[config.mk]
export PLATFORM = sky130hd
export DESIGN_NAME = clk_irq_emu
export DESIGN_NICKNAME = d
export VERILOG_FILES = /design/src/rtl/clk_irq_emu_pkg.sv /design/src/rtl/cmp_sched.sv /design/src/rtl/tod_check.sv /design/src/rtl/per_div.sv /design/src/rtl/clk_irq_emu.sv
export SDC_FILE = /design/constraint.sdc
export NUM_CORES = 1
export LEC_CHECK = 0
export BUFFER_PORTS_ARGS = -buffer_cell sky130_fd_sc_hd__buf_2
export CAP_MARGIN = 20
export CORE_ASPECT_RATIO = 1.4
export CORE_MARGIN = 3
export CORE_UTILIZATION = 37
export DETAILED_ROUTE_END_ITERATION = 6
export SYNTH_ARGS = -nofsm -noshare
export SYNTH_HDL_FRONTEND = slang
export SYNTH_SLANG_ARGS = --single-unit
[constraint.sdc]
create_clock -name clk_i -period 11.3 [get_ports clk_i]
set_clock_uncertainty 0.2 [all_clocks]
set_input_delay 1.13 -clock clk_i [delete_from_list [all_inputs] [get_ports clk_i]]
set_output_delay 1.13 -clock clk_i [all_outputs]
set_load 0.01 [all_outputs]
[src/rtl/clk_irq_emu_pkg.sv]
package clk_irq_emu_pkg;
  localparam int HR_W = 5;
  localparam int MN_W = 6;
  localparam int SC_W = 6;
  localparam int RATE_W = 4;

  typedef enum logic [1:0] {
    SCH_IDLE  = 2'd0,
    SCH_ARMED = 2'd1,
    SCH_REARM = 2'd2
  } sch_state_e;
endpackage

[src/rtl/cmp_sched.sv]
module cmp_sched
  import clk_irq_emu_pkg::*;
#(
  parameter int CNT_W  = 32,
  parameter int LOST_W = 8
) (
  input  logic              clk_i,
  input  logic              rst_ni,
  input  logic              run_i,
  input  logic [CNT_W-1:0]  count_i,
  input  logic [CNT_W-1:0]  intv_i,
  output logic              hit_o,
  output logic              done_o,
  output logic              idle_o,
  output logic [CNT_W-1:0]  cmp_o,
  output logic [LOST_W-1:0] miss_o
);
  localparam logic [LOST_W-1:0] MISS_MAX = {LOST_W{1'b1}};

  sch_state_e        state_q;
  logic [CNT_W-1:0]  cmp_q;
  logic [LOST_W-1:0] miss_q;
  logic [CNT_W-1:0]  diff;
  logic              reached;

  // wrap-safe: target reached when signed(count - cmp) >= 0
  assign diff    = count_i - cmp_q;
  assign reached = ~diff[CNT_W-1];

  assign hit_o  = run_i && (state_q == SCH_ARMED) && reached;
  assign done_o = run_i && (state_q == SCH_REARM) && !reached;
  assign idle_o = (state_q == SCH_IDLE);
  assign cmp_o  = cmp_q;
  assign miss_o = miss_q;

  always_ff @(posedge clk_i or negedge rst_ni) begin
    if (!rst_ni) begin
      state_q <= SCH_IDLE;
      cmp_q   <= '0;
      miss_q  <= '0;
    end else if (!run_i) begin
      state_q <= SCH_IDLE;
    end else begin
      unique case (state_q)
        SCH_IDLE: begin
          cmp_q   <= count_i + intv_i;
          state_q <= SCH_ARMED;
        end
        SCH_ARMED: if (reached) begin
          cmp_q   <= cmp_q + intv_i;
          miss_q  <= '0;
          state_q <= SCH_REARM;
        end
        SCH_REARM: begin
          if (reached) begin
            cmp_q <= cmp_q + intv_i;
            if (miss_q != MISS_MAX) miss_q <= miss_q + 1'b1;
          end else begin
            state_q <= SCH_ARMED;
          end
        end
        default: state_q <= SCH_IDLE;
      endcase
    end
  end
endmodule

[src/rtl/tod_check.sv]
module tod_check
  import clk_irq_emu_pkg::*;
(
  input  logic            clk_i,
  input  logic            rst_ni,
  input  logic            hit_i,
  input  logic            en_upd_i,
  input  logic            en_alm_i,
  input  logic [HR_W-1:0] hour_i,
  input  logic [MN_W-1:0] min_i,
  input  logic [SC_W-1:0] sec_i,
  input  logic [HR_W-1:0] alm_hour_i,
  input  logic [MN_W-1:0] alm_min_i,
  input  logic [SC_W-1:0] alm_sec_i,
  output logic            upd_evt_o,
  output logic            alm_evt_o
);
  logic [SC_W-1:0] prev_sec_q;
  logic            seen_q;

  assign upd_evt_o = hit_i && en_upd_i && seen_q && (sec_i != prev_sec_q);
  assign alm_evt_o = hit_i && en_alm_i && (hour_i == alm_hour_i) &&
                     (min_i == alm_min_i) && (sec_i == alm_sec_i);

  always_ff @(posedge clk_i or negedge rst_ni) begin
    if (!rst_ni) begin
      prev_sec_q <= '0;
      seen_q     <= 1'b0;
    end else if (!en_upd_i) begin
      seen_q <= 1'b0;
    end else if (hit_i) begin
      prev_sec_q <= sec_i;
      seen_q     <= 1'b1;
    end
  end
endmodule

[src/rtl/per_div.sv]
module per_div
  import clk_irq_emu_pkg::*;
#(
  parameter int CNT_W      = 32,
  parameter int LOST_W     = 8,
  parameter int BASE_TICKS = 1024,
  parameter int BASE_LOG2  = 6,
  parameter int MAX_LOG2   = 13
) (
  input  logic              clk_i,
  input  logic              rst_ni,
  input  logic              en_per_i,
  input  logic [RATE_W-1:0] rate_i,
  input  logic              done_i,
  input  logic [LOST_W-1:0] miss_i,
  output logic [CNT_W-1:0]  intv_o,
  output logic              per_evt_o
);
  localparam int SUM_W = ((LOST_W > BASE_LOG2) ? LOST_W : BASE_LOG2) + 2;
  localparam logic [RATE_W-1:0] BASE_R = RATE_W'(BASE_LOG2);
  localparam logic [RATE_W-1:0] MAX_R  = RATE_W'(MAX_LOG2);

  logic [RATE_W-1:0] rate;
  logic [SUM_W-1:0]  limit;
  logic [SUM_W-1:0]  sum;
  logic [SUM_W-1:0]  cnt_q;
  logic              fast;

  always_comb begin
    if (rate_i == '0)        rate = RATE_W'(1);
    else if (rate_i > MAX_R) rate = MAX_R;
    else                     rate = rate_i;
  end

  assign fast   = rate > BASE_R;
  assign limit  = fast ? SUM_W'(1) : (SUM_W'(1) << (BASE_R - rate));
  assign intv_o = (en_per_i && fast) ? (CNT_W'(BASE_TICKS) >> (rate - BASE_R))
                                     : CNT_W'(BASE_TICKS);
  assign sum       = cnt_q + SUM_W'(1) + SUM_W'(miss_i);
  assign per_evt_o = done_i && en_per_i && (sum >= limit);

  always_ff @(posedge clk_i or negedge rst_ni) begin
    if (!rst_ni)          cnt_q <= '0;
    else if (!en_per_i)   cnt_q <= '0;
    else if (done_i)      cnt_q <= per_evt_o ? '0 : sum;
  end
endmodule

[src/rtl/clk_irq_emu.sv]
module clk_irq_emu
  import clk_irq_emu_pkg::*;
#(
  parameter int CNT_W      = 32,
  parameter int LOST_W     = 8,
  parameter int BASE_TICKS = 1024,
  parameter int BASE_LOG2  = 6,
  parameter int MAX_LOG2   = 13
) (
  input  logic              clk_i,
  input  logic              rst_ni,
  input  logic [CNT_W-1:0]  count_i,
  input  logic [4:0]        hour_i,
  input  logic [5:0]        min_i,
  input  logic [5:0]        sec_i,
  input  logic              en_upd_i,
  input  logic              en_alm_i,
  input  logic              en_per_i,
  input  logic [4:0]        alm_hour_i,
  input  logic [5:0]        alm_min_i,
  input  logic [5:0]        alm_sec_i,
  input  logic [3:0]        rate_i,
  input  logic              ack_i,
  output logic              flag_upd_o,
  output logic              flag_alm_o,
  output logic              flag_per_o,
  output logic              irq_o,
  output logic [LOST_W-1:0] lost_o
);
  logic              run, hit, done, idle;
  logic [CNT_W-1:0]  cmp, intv;
  logic [LOST_W-1:0] miss;
  logic              upd_evt, alm_evt, per_evt;

  assign run = en_upd_i | en_alm_i | en_per_i;

  cmp_sched #(.CNT_W(CNT_W), .LOST_W(LOST_W)) u_sched (
    .clk_i(clk_i), .rst_ni(rst_ni), .run_i(run), .count_i(count_i),
    .intv_i(intv), .hit_o(hit), .done_o(done), .idle_o(idle),
    .cmp_o(cmp), .miss_o(miss)
  );

  tod_check u_tod (
    .clk_i(clk_i), .rst_ni(rst_ni), .hit_i(hit),
    .en_upd_i(en_upd_i), .en_alm_i(en_alm_i),
    .hour_i(hour_i), .min_i(min_i), .sec_i(sec_i),
    .alm_hour_i(alm_hour_i), .alm_min_i(alm_min_i), .alm_sec_i(alm_sec_i),
    .upd_evt_o(upd_evt), .alm_evt_o(alm_evt)
  );

  per_div #(
    .CNT_W(CNT_W), .LOST_W(LOST_W), .BASE_TICKS(BASE_TICKS),
    .BASE_LOG2(BASE_LOG2), .MAX_LOG2(MAX_LOG2)
  ) u_div (
    .clk_i(clk_i), .rst_ni(rst_ni), .en_per_i(en_per_i), .rate_i(rate_i),
    .done_i(done), .miss_i(miss), .intv_o(intv), .per_evt_o(per_evt)
  );

  // sticky flags; a same-cycle event beats the acknowledge
  always_ff @(posedge clk_i or negedge rst_ni) begin
    if (!rst_ni) begin
      flag_upd_o <= 1'b0;
      flag_alm_o <= 1'b0;
      flag_per_o <= 1'b0;
      irq_o      <= 1'b0;
      lost_o     <= '0;
    end else begin
      flag_upd_o <= (flag_upd_o & ~ack_i) | upd_evt;
      flag_alm_o <= (flag_alm_o & ~ack_i) | alm_evt;
      flag_per_o <= (flag_per_o & ~ack_i) | per_evt;
      irq_o      <= (irq_o & ~ack_i) | upd_evt | alm_evt | per_evt;
      if (done) lost_o <= miss;
    end
  end
endmodule

Word-level counts from Yosys, hierarchy flattened
Cells that the tools add are included.
{"block": "classes", "add_sub_neg": 8, "n_lt_le_gt_ge": 3, "eq_ne": 15, "shift": 2, "muxes": 19, "n_bitwise": 14, "reduce_logical": 23}
{"operator": "$add 32x32->32", "n": 2}
{"operator": "$mux 32", "n": 2}
{"operator": "$pmux 32 s2", "n": 1}
{"operator": "$mux 10", "n": 4}
{"operator": "$shr 11x4->32 const A", "n": 1}
{"operator": "$sub 32x32->32", "n": 1}
{"operator": "$mux 8", "n": 3}
{"operator": "$pmux 8 s2", "n": 1}
{"operator": "$logic_and 1x1->1", "n": 14}
{"operator": "$eq 6x6->1", "n": 2}
{"operator": "$add 10x1->10 const B", "n": 1}
{"operator": "$add 10x8->10", "n": 1}
{"operator": "$ge 10x10->1", "n": 1}
{"operator": "$shl 1x4->10 const A", "n": 1}
{"operator": "$add 8x1->8 const B", "n": 1}
{"operator": "$mux 4", "n": 2}
{"operator": "$ne 2x2->1 const B", "n": 4}
{"operator": "$ne 8x8->1 const B", "n": 1}
{"operator": "$or 1x1->1", "n": 8}
{"operator": "$mux 2", "n": 3}
{"operator": "$ne 3x3->1 const B", "n": 2}
{"operator": "$ne 6x6->1", "n": 1}
{"operator": "$pmux 2 s3", "n": 1}
{"operator": "$eq 5x5->1", "n": 1}
{"operator": "other kinds (17)", "n": 25}
{"block": "word_totals", "register_bits": 71, "in_bits": 76, "output_inout_bits": 12}

Logic depth before layout (Yosys ltp)
Gate-level depths: netlist of run 1.
{"block": "depth", "depth_word": 11, "depth_mapped": 19}

Modules after synthesis
Synthesis of run 1 repeated with hierarchy kept, for this count alone.
{"block": "unflattened", "hier_cells": 821, "hier_area_um2": 7183.1}
{"module": "cmp_sched", "instances": 1, "cells_per_inst": 572, "area_each_um2": 4740.8, "seq_area_each_um2": 1051.0}
{"module": "per_div", "instances": 1, "cells_per_inst": 175, "area_each_um2": 1450.1, "seq_area_each_um2": 250.2}
{"module": "tod_check", "instances": 1, "cells_per_inst": 47, "area_each_um2": 516.7, "seq_area_each_um2": 175.2}
{"module": "clk_irq_emu", "instances": 1, "cells_per_inst": 27, "area_each_um2": 475.5, "seq_area_each_um2": 300.3}

Worst setup path before layout of run 1
Ideal clock, no wire load.
{"block": "synth_timing", "path_type": "input-to-reg", "start": "input rate_i[1]", "end": "register u_sched.cmp_q[30] (netlist: u_sched.cmp_o[30])", "t_arrival_ns": 4.628, "required_ns": 10.953, "path_slack_ns": 6.325, "path_stages": 19, "cell_sequence": "clkbuf_1 a21boi_0 ha_1 xor2_1 nor2_1 nand2_1 nor2_1 ha_1 fa_1 a21o_1 a21oi_1 o21ai_0 nor4b_2 o21ba_2 buf_2 and2_1 or3_1 o221ai_1 a311oi_1"}
{"block": "synth_between", "elab_chain_len": 9}
{"item": "start, declared", "line_no": "clk_irq_emu.sv:22", "rtl": "input logic [3:0] rate_i,"}
{"item": "$gt 4x4->1", "line_no": "per_div.sv:31", "rtl": "else if (rate_i > MAX_R) rate = MAX_R;"}
{"item": "$mux 4", "line_no": "per_div.sv:31"}
{"item": "$mux 4 (*)", "line_no": "per_div.sv:30", "rtl": "if (rate_i == '0) rate = RATE_W'(1);"}
{"item": "$sub 4x3->4 or $gt 4x3->1 (tied branches)", "line_no": "per_div.sv:37, per_div.sv:35"}
{"item": "$shr 11x4->32 or $logic_and 1x1->1 (tied branches)", "line_no": "per_div.sv:37", "rtl": "assign intv_o = (en_per_i && fast) ? (CNT_W'(BASE_TICKS) >> (rate - BASE_R))"}
{"item": "$mux 32 (*)", "line_no": "per_div.sv:37"}
{"item": "$add 32x32->32", "line_no": "cmp_sched.sv:50, cmp_sched.sv:56"}
{"item": "$mux 32", "line_no": "cmp_sched.sv:49, cmp_sched.sv:55"}
{"item": "$pmux 32 s2 (*)", "line_no": "cmp_sched.sv:44", "rtl": "unique case (state_q)"}
{"item": "end signal, assigned", "line_no": "cmp_sched.sv:46", "rtl": "cmp_q <= count_i + intv_i;"}
{"item": "end signal, assigned", "line_no": "cmp_sched.sv:50", "rtl": "cmp_q <= cmp_q + intv_i;"}
{"item": "end signal, assigned", "line_no": "cmp_sched.sv:56", "rtl": "cmp_q <= cmp_q + intv_i;"}
{"item": "end, declared", "line_no": "cmp_sched.sv:21", "rtl": "logic [CNT_W-1:0] cmp_q;"}
Mark *: on every way between the ends. The rest lies on a longest branch, timed or not. The select of a mux whose other input is x is not followed.
A chain may end at the register's enable or synchronous reset.

Final worst setup path of run 1
Same ends and word-level chain as after synthesis.

==> reports/qor_table.md, run 1 <==
| Stage | Parameter | Reported |
|---|---|---|
| worst setup path | Worst setup path class | in -> reg |
| cells and area | Final core occ | 43.4% |
| clock tree | Count of H-tree levels built during CTS | 3 |
| pwr | Reported leakage power | 3.35 nW |
| timing | Time the final worst path needs with I/O delays and setup | 4.89 ns |
| timing | Number of setup violations in the final report | 0 |
| clock tree | Setup Buffers After CTS | 0 |
| floorplan | Effective utilization at floorplan | 37.8% |
| cells and area | Leading cell type in the layout, fill and taps excluded | buf_2 |
| synthesis | Post-synth EDFFs | 0 |
| place | Placed Instances | 1,026 |
| drt | Detailed-route wire length per cell | 15.9 um |
| global routing | Total congestion overflow after global routing | 0 |
| worst setup path | CP Launch Type | input pin |
| synthesis | Async set or reset register ratio after synthesis | 100% |
| cells and area | Post-synthesis to final-layout area growth | 14.9% |
| worst setup path | Critical-path maximum fanout | 10 |
| clock tree | PostCTS Resize Cnt | 0 |
| floorplan | Core region area | 0.0168 sq mm |
| timing | Fin. max-slew vios | 0 |
| drt | Violation count after the first detailed-routing iteration | 324 |
| clock tree | Worst-path clk slew | 0.07 ns |
| floorplan | Vertical die dimension | 161 um |
| timing | Worst Max-Slew Pin Slew | 1.03 ns |
| timing | Max transition margin | 31.5% |
| worst setup path | Critical path arrival | 4.89 ns |
| floorplan | Overall die area | 0.0188 sq mm |
| floorplan | Die W | 117 um |
| drt | Total via count after detailed routing | 5,697 |
| drt | DRC viols | 0 |
| cells and area | Post-route standard cell area excluding fillers | 0.00730 sq mm |
| floorplan | Standard-cell rows | 56 |
| worst setup path | Data required time of the critical path | 11.30 ns |
| job | Number of max-capacitance violations reported | 0 |
| pwr | Max VDD drop | 113 uV |
| clock tree | TritonCTS buffer count | 9 |
| synthesis | Number of unique standard cell types used by synthesis | 64 |
| timing | Highest clock frequency the design can meet | 204 MHz |
| global routing | Global-route wire length before repair | 27.6 mm |
| place | Final RePlAce weighted congestion | 0.777 |
| clock tree | Number of buffers inserted by hold repair at cts | 0 |
| drt | 1st-pass router iterations | 4 |
| synthesis | Synth Instances | 765 |
| synthesis | Post-synthesis instance area | 0.00635 sq mm |
| drt | Drt via density | 5.46 |
| clock tree | CTS tree | built |
| global routing | Global router's overall resource usage | 18.3% |
| clock tree | Sink Count | 71 |
| timing | Fraction of the cycle the final worst path needs | 43.3% |
| place | Post-place instance area | 0.00695 sq mm |
| global routing | Number of global-route vias before repair | 5,630 |
| cells and area | Commonest cells after routing, fill and taps aside | buf_2, nand2_1, dfrtp_1 |
| timing | Unrepaired setup endpoints after global routing | false |
| drt | Routed Antenna Nets | 0 |
| global routing | Antenna violations before repair | 1 |
| timing | Sum of negative setup slack | 0 ns |
| cells and area | Final std cells w/o fill | 1,043 |
| hold path | Hold Crit Class | reg -> reg |
| pwr | Pwr dens | 237 mW/mm^2 |
| cells and area | Share of layout cells above drive strength 1 | 18.5% |
| place | Port buffer count | 87 |
| synthesis | Synth Flop Type | dfrtp_1 |
| synthesis | Mean area per synthesized cell | 8.30 sq um |
| drt | Total wire length | 16.6 mm |
| global routing | Largest net degree at the start of global routing | 72 |
| cells and area | Final Net Count | 979 |
| synthesis | Count of synthesis-stage warnings from yosys | 0 |
| worst setup path | Crit end category | register |
| synthesis | Flops & latches, synth | 71 |
| cells and area | Final-layout fill cell count | 1,727 |
| clock tree | Clock root buffer | clkbuf_16 |
| place | Sum of net half-perimeters after detailed placement | 12.3 mm |
| clock tree | Latest clock arrival within the worst-skew pair | 0.35 ns |
| synthesis | Sequential fraction of the synthesis area | 28.0% |
| cells and area | Number of antenna diodes | 0 |
| clock tree | Worst-case clock buffer depth | 2 |
| floorplan | Number of ports placed on the die boundary | 88 |
| status | Outcome | complete, no violations |
| timing | Hold Vio Cnt, Final | 0 |
==> through the flow <==
step,hold slack (ns),power [mW],setup slack [ns]
finish,0.279,1.73,6.41
global route,0.294,1.90,6.03
CTS,0.280,1.75,6.45
detailed placement,0.267,1.42,6.13
global placement,0.266,1.41,6.23
floorplan,0.247,1.17,6.32
==> power breakdown <==
group          switching (mW)  leakage, nW  internal, mW
sequential             0.0702        0.908         0.345
combinational           0.609         2.29         0.387
clock                   0.125        0.148         0.194
==> routing by layer <==
layer / GRT usage (%) / up-vias / share of wire [%]
met5: 0 / - / 0.078
met4: 5.63 / 2 / 1.4
met3: 2.36 / 14 / 2.7
met2: 32.5 / 79 / 51
met1: 22.7 / 2719 / 44
li1: - / 2883 / -
==> registers in the layout, indices dropped and copies added, names as in the netlist, 2 cells and up <==
register / count
lost_o: 8
u_sched.miss_o: 8
u_tod.prev_sec_q: 6
u_div.cnt_q: 10
u_sched.cmp_o: 32
u_sched.state_q: 2
==> critical path, cell delays in order <==
cell and delay [ns]:
buf_2 0.18, a21boi_0 0.45, ha_1 0.27, xor2_1 0.22, nor2_1 0.07, nand2_1 0.10, nor2_1 0.06, ha_1 0.23
fa_1 0.41, a21o_1 0.19, a21oi_1 0.27, o21ai_0 0.16, nor4b_2 0.20, o21ba_2 0.29, and2_1 0.21, or3_1 0.31
o221ai_1 0.08, a311oi_1 0.08
==> cells in the mapped netlist, types with 7 or more instances <==
cell type / n / area [sq um]
xnor2_1: 32 / 280
buf_2: 7 / 35.0
mux2_2: 29 / 327
o22ai_1: 14 / 87.6
nor2_1: 63 / 236
dfrtp_1: 71 / 1780
nand4_1: 13 / 81.3
a311oi_1: 7 / 61.3
clkbuf_1: 25 / 93.8
xor2_1: 25 / 219
a21o_1: 11 / 82.6
o21ai_0: 55 / 275
a21oi_1: 47 / 235
nand3_1: 38 / 190
inv_1: 49 / 184
nor3_1: 10 / 50.1
nand2_1: 74 / 278
and3_1: 8 / 50.1
nand2b_1: 16 / 100
ha_1: 66 / 826
==> worst paths after layout <==
path | depth (start not counted) | slack [ns] | from | to
setup / recovery | 18 | 6.41 | rate_i[1] | u_sched.cmp_o[30]$_DFFE_PN0P_
hold / removal | 1 | 0.28 | u_tod.seen_q$_DFFE_PN0P_ | u_tod.seen_q$_DFFE_PN0P_
setup reg to reg | 13 | 6.84 | u_sched.state_q[1]$_DFFE_PN0P_ | u_sched.cmp_o[21]$_DFFE_PN0P_
hold reg to reg | 1 | 0.28 | u_tod.seen_q$_DFFE_PN0P_ | u_tod.seen_q$_DFFE_PN0P_
max in group asynchronous | 2 | 9.92 | rst_ni | u_sched.cmp_o[22]$_DFFE_PN0P_
min in group asynchronous | 1 | 0.39 | rst_ni | u_tod.prev_sec_q[0]$_DFFE_PN0P_
==> layout make-up <==
cell class,instances,area [sq um],area share (%)
clock buffers,9,225,3.09
clock inverters,7,96.3,1.32
inverters,49,184,2.52
multi-input cells,612,4260,58.4
flip-flops and latches,71,1780,24.4
well taps,203,254,3.48
repair buffers,92,495,6.79
==> cells by family after synthesis <==
logic type	share of synthesized area (%)
compound gates	20.1
mux	5.62
flops	28.0
fa+ha+maj	13.6
xor+xnor	7.86
buf+inv	5.16
other cells	0.0591
simple gates	19.6
Note: power is estimated with default switching activity, not from simulation.
==> inputs of run 2 (changes only) <==
==> constraint.sdc (replaced) <==
create_clock -name clk_i -period 4 [get_ports clk_i]
set_clock_uncertainty 0.2 [all_clocks]
set_input_delay 0.4 -clock clk_i [delete_from_list [all_inputs] [get_ports clk_i]]
set_output_delay 0.4 -clock clk_i [all_outputs]
set_load 0.01 [all_outputs]
==> reports/qor_table.md, run 2 (synthesis gave the netlist of run 1 again) <==
| Stage | Parameter | Reported | vs previous |
|---|---|---|---|
| pwr | Pwr dens | 669 mW/mm^2 | +180% |
| clock tree | Setup Buffers After CTS | 0 | unchanged |
| worst setup path | CP Launch Type | register |  |
| worst setup path | Critical path arrival | 3.80 ns | -1.09 ns |
| cells and area | Leading cell type in the layout, fill and taps excluded | buf_2 |  |
| worst setup path | Worst setup path class | reg -> reg |  |
| drt | 1st-pass router iterations | 4 | unchanged |
| drt | Violation count after the first detailed-routing iteration | 275 | -15% |
| clock tree | PostCTS Resize Cnt | 0 | unchanged |
| status | Violated checks | negative hold slack |  |
| drt | Total wire length | 16.3 mm | -1.8% |
| timing | Final WS setup | 0.250 ns | -6.16 ns |
| drt | DRC viols | 0 | unchanged |
| drt | Highest metal used | met4 |  |
| pwr | Reported leakage power | 3.42 nW | +2.3% |
| worst setup path | Data required time of the critical path | 4.05 ns | -7.25 ns |
| floorplan | Core region area | 0.0168 sq mm | unchanged |
| timing | Highest clock frequency the design can meet | 267 MHz |  |
| floorplan | Overall die area | 0.0188 sq mm | unchanged |
| clock tree | TritonCTS buffer count | 9 | unchanged |
| drt | Routed Antenna Nets | 0 | unchanged |
| timing | Worst Max-Slew Pin Slew | 0.982 ns | -0.0457 ns |
| clock tree | CTS tree | built |  |
| cells and area | Share of layout cells above drive strength 1 | 20.7% | +2.3 points |
| worst setup path | Worst Reg2Reg Path Length in Cells | 14 | +1 |
| timing | Post-route worst hold slack | -0.0181 ns | -0.297 ns |
| floorplan | Effective utilization at floorplan | 37.8% | unchanged |
| clock tree | Worst-path clk slew | 0.07 ns | about the same |
| pwr | Max VDD drop | 408 uV | +260% |
| cells and area | Post-synthesis to final-layout area growth | 17.2% |  |
| floorplan | Standard-cell rows | 56 | unchanged |
| global routing | Global-route wire length before repair | 26.8 mm | -3.0% |
| clock tree | Latest clock arrival within the worst-skew pair | 0.35 ns | about the same |
| cells and area | Largest register FFs | 32 | unchanged |
| global routing | Number of global-route vias before repair | 5,678 | +0.85% |
| floorplan | Vertical die dimension | 161 um | unchanged |
| global routing | Largest net degree at the start of global routing | 72 | unchanged |
| worst setup path | Crit end category | register |  |
| drt | Metal2 WL | 8.50 mm | -0.26% |
| timing | Number of setup violations in the final report | 0 | unchanged |
| timing | Time the final worst path needs with I/O delays and setup | 3.75 ns |  |
| drt | Met3 layer wire length in the routed design | 577 um | +27% |
| clock tree | Clock root buffer | clkbuf_16 |  |
| worst setup path | Register-to-register setup slack | 0.25 ns | -6.59 ns |
| cells and area | Number of antenna diodes | 0 | unchanged |
| drt | Total via count after detailed routing | 5,730 | +0.58% |
| drt | Drt via density | 5.40 | -1.1% |
| worst setup path | Startpoint of the lowest-slack register-to-register path | u_sched.state_q[1]$_DFFE_PN0P_ |  |
| global routing | Antenna violations before repair | 0 | -1 |
| place | Final RePlAce weighted congestion | 0.790 | +1.7% |
| place | Sum of net half-perimeters after detailed placement | 12.3 mm | +0.24% |
| timing | Fin. max-slew vios | 0 | unchanged |
| status | Outcome | finished with violations |  |
| floorplan | Number of ports placed on the die boundary | 88 | unchanged |
| global routing | Total congestion overflow after global routing | 0 | unchanged |
| timing | Hold Vio Cnt, Final | 14 | +14 |
| drt | Detailed-route wire length per cell | 15.3 um | -3.4% |
| floorplan | Die W | 117 um | unchanged |
| pwr | Sum of internal, switching and leakage power | 4.98 mW | +190% |
| worst setup path | Worst Setup SP | u_sched.state_q[1]$_DFFE_PN0P_ |  |
| hold path | Hold Crit Class | in -> async |  |
| drt | Length of routed wiring on met1 | 6.86 mm | -6.5% |
| timing | Fraction of the cycle the final worst path needs | 93.8% |  |
| job | Number of max-capacitance violations reported | 0 | unchanged |
| global routing | Global router's overall resource usage | 17.7% | -0.57 points |
| clock tree | Sink Count | 71 | unchanged |
| cells and area | Final Net Count | 997 | +1.8% |
| clock tree | Number of buffers inserted by hold repair at cts | 0 | unchanged |
| place | Port buffer count | 87 | unchanged |
| timing | Unrepaired setup endpoints after global routing | false |  |
| clock tree | Worst-case clock buffer depth | 2 | unchanged |
| worst setup path | Capture instance of the worst register-to-register path | u_sched.cmp_o[30]$_DFFE_PN0P_ |  |
| timing | Max transition margin | 34.5% | +3.0 points |
| place | Place WS | 0.103 ns | -6.03 ns |
| worst setup path | Critical-path maximum fanout | 12 | +2 |
| cells and area | Commonest cells after routing, fill and taps aside | buf_2, nand2_1, dfrtp_1 |  |
| clock tree | Count of H-tree levels built during CTS | 3 | unchanged |
[run 2: changes by cell type in the layout (fill, tap and decap cells not counted), sizes merged]
| cell | before | now |
|---|---|---|
| clkinvlp | 3 | 2 |
| buf | 92 | 110 |
| bufinv | 2 | 1 |
| inv | 50 | 52 |
[run 2: power breakdown]
group	total, mW	switching [mW]	internal (mW)
Clock	0.850	0.359	0.491
Sequential	1.17	0.196	0.973
Combinational	2.96	1.74	1.22
Total	4.98	2.30	2.68
[run 2: critical path: stages, from the launching register on]
cell and delay (ns):
dfrtp_1 0.40, inv_2 0.08, ha_4 0.37, mux2_2 0.36, ha_2 0.20, fa_2 0.35
a21o_1 0.19, a21oi_2 0.18, o21ai_0 0.14, nor4b_2 0.20, o21ba_2 0.27, and2_1 0.20
nand3_1 0.09, o221ai_1 0.12, a311oi_1 0.29
[run 2: through the flow]
step	area (sq um)	setup TNS [ns]	std cells	util (%)
after floorplan	6420	-0.0678	766	-
after global placement	7130	0	1045	42.4
after detailed placement	7130	0	1045	42.4
after CTS	7440	0	1061	44.2
after global routing	7440	0	1061	44.2
final	7440	0	1061	44.2
[run 2: worst max-delay path by stage]
stage / end / slack [ns] / cells after the start
after floorplan: u_sched.cmp_o[30]$_DFFE_PN0P_ / -0.07 / 19
after global placement: u_sched.cmp_o[24]$_DFFE_PN0P_ / 0.17 / 19
after detailed placement: u_sched.cmp_o[30]$_DFFE_PN0P_ / 0.10 / 18
after CTS: u_sched.cmp_o[30]$_DFFE_PN0P_ / 0.23 / 14
after global routing: u_sched.cmp_o[24]$_DFFE_PN0P_ / 0.06 / 15
final: u_sched.cmp_o[30]$_DFFE_PN0P_ / 0.25 / 14
[run 2: area by class of cell]
type / count / area [sq um]
Clock buffer: 9 / 225
Clock inverter: 7 / 80.1
Multi-Input combinational cell: 612 / 4300
Timing Repair Buffer: 110 / 623
Sequential cell: 71 / 1780
Tap cell: 203 / 254
Fill cell: 1725 / 9380
Inverter: 49 / 184
[run 2: routing by layer]
layer | vias to the layer above | global-route usage (%)
met5 | - | 0
li1 | 2927 | -
met1 | 2697 | 21.0
met2 | 85 | 31.6
met3 | 21 | 2.51
met4 | 0 | 7.04
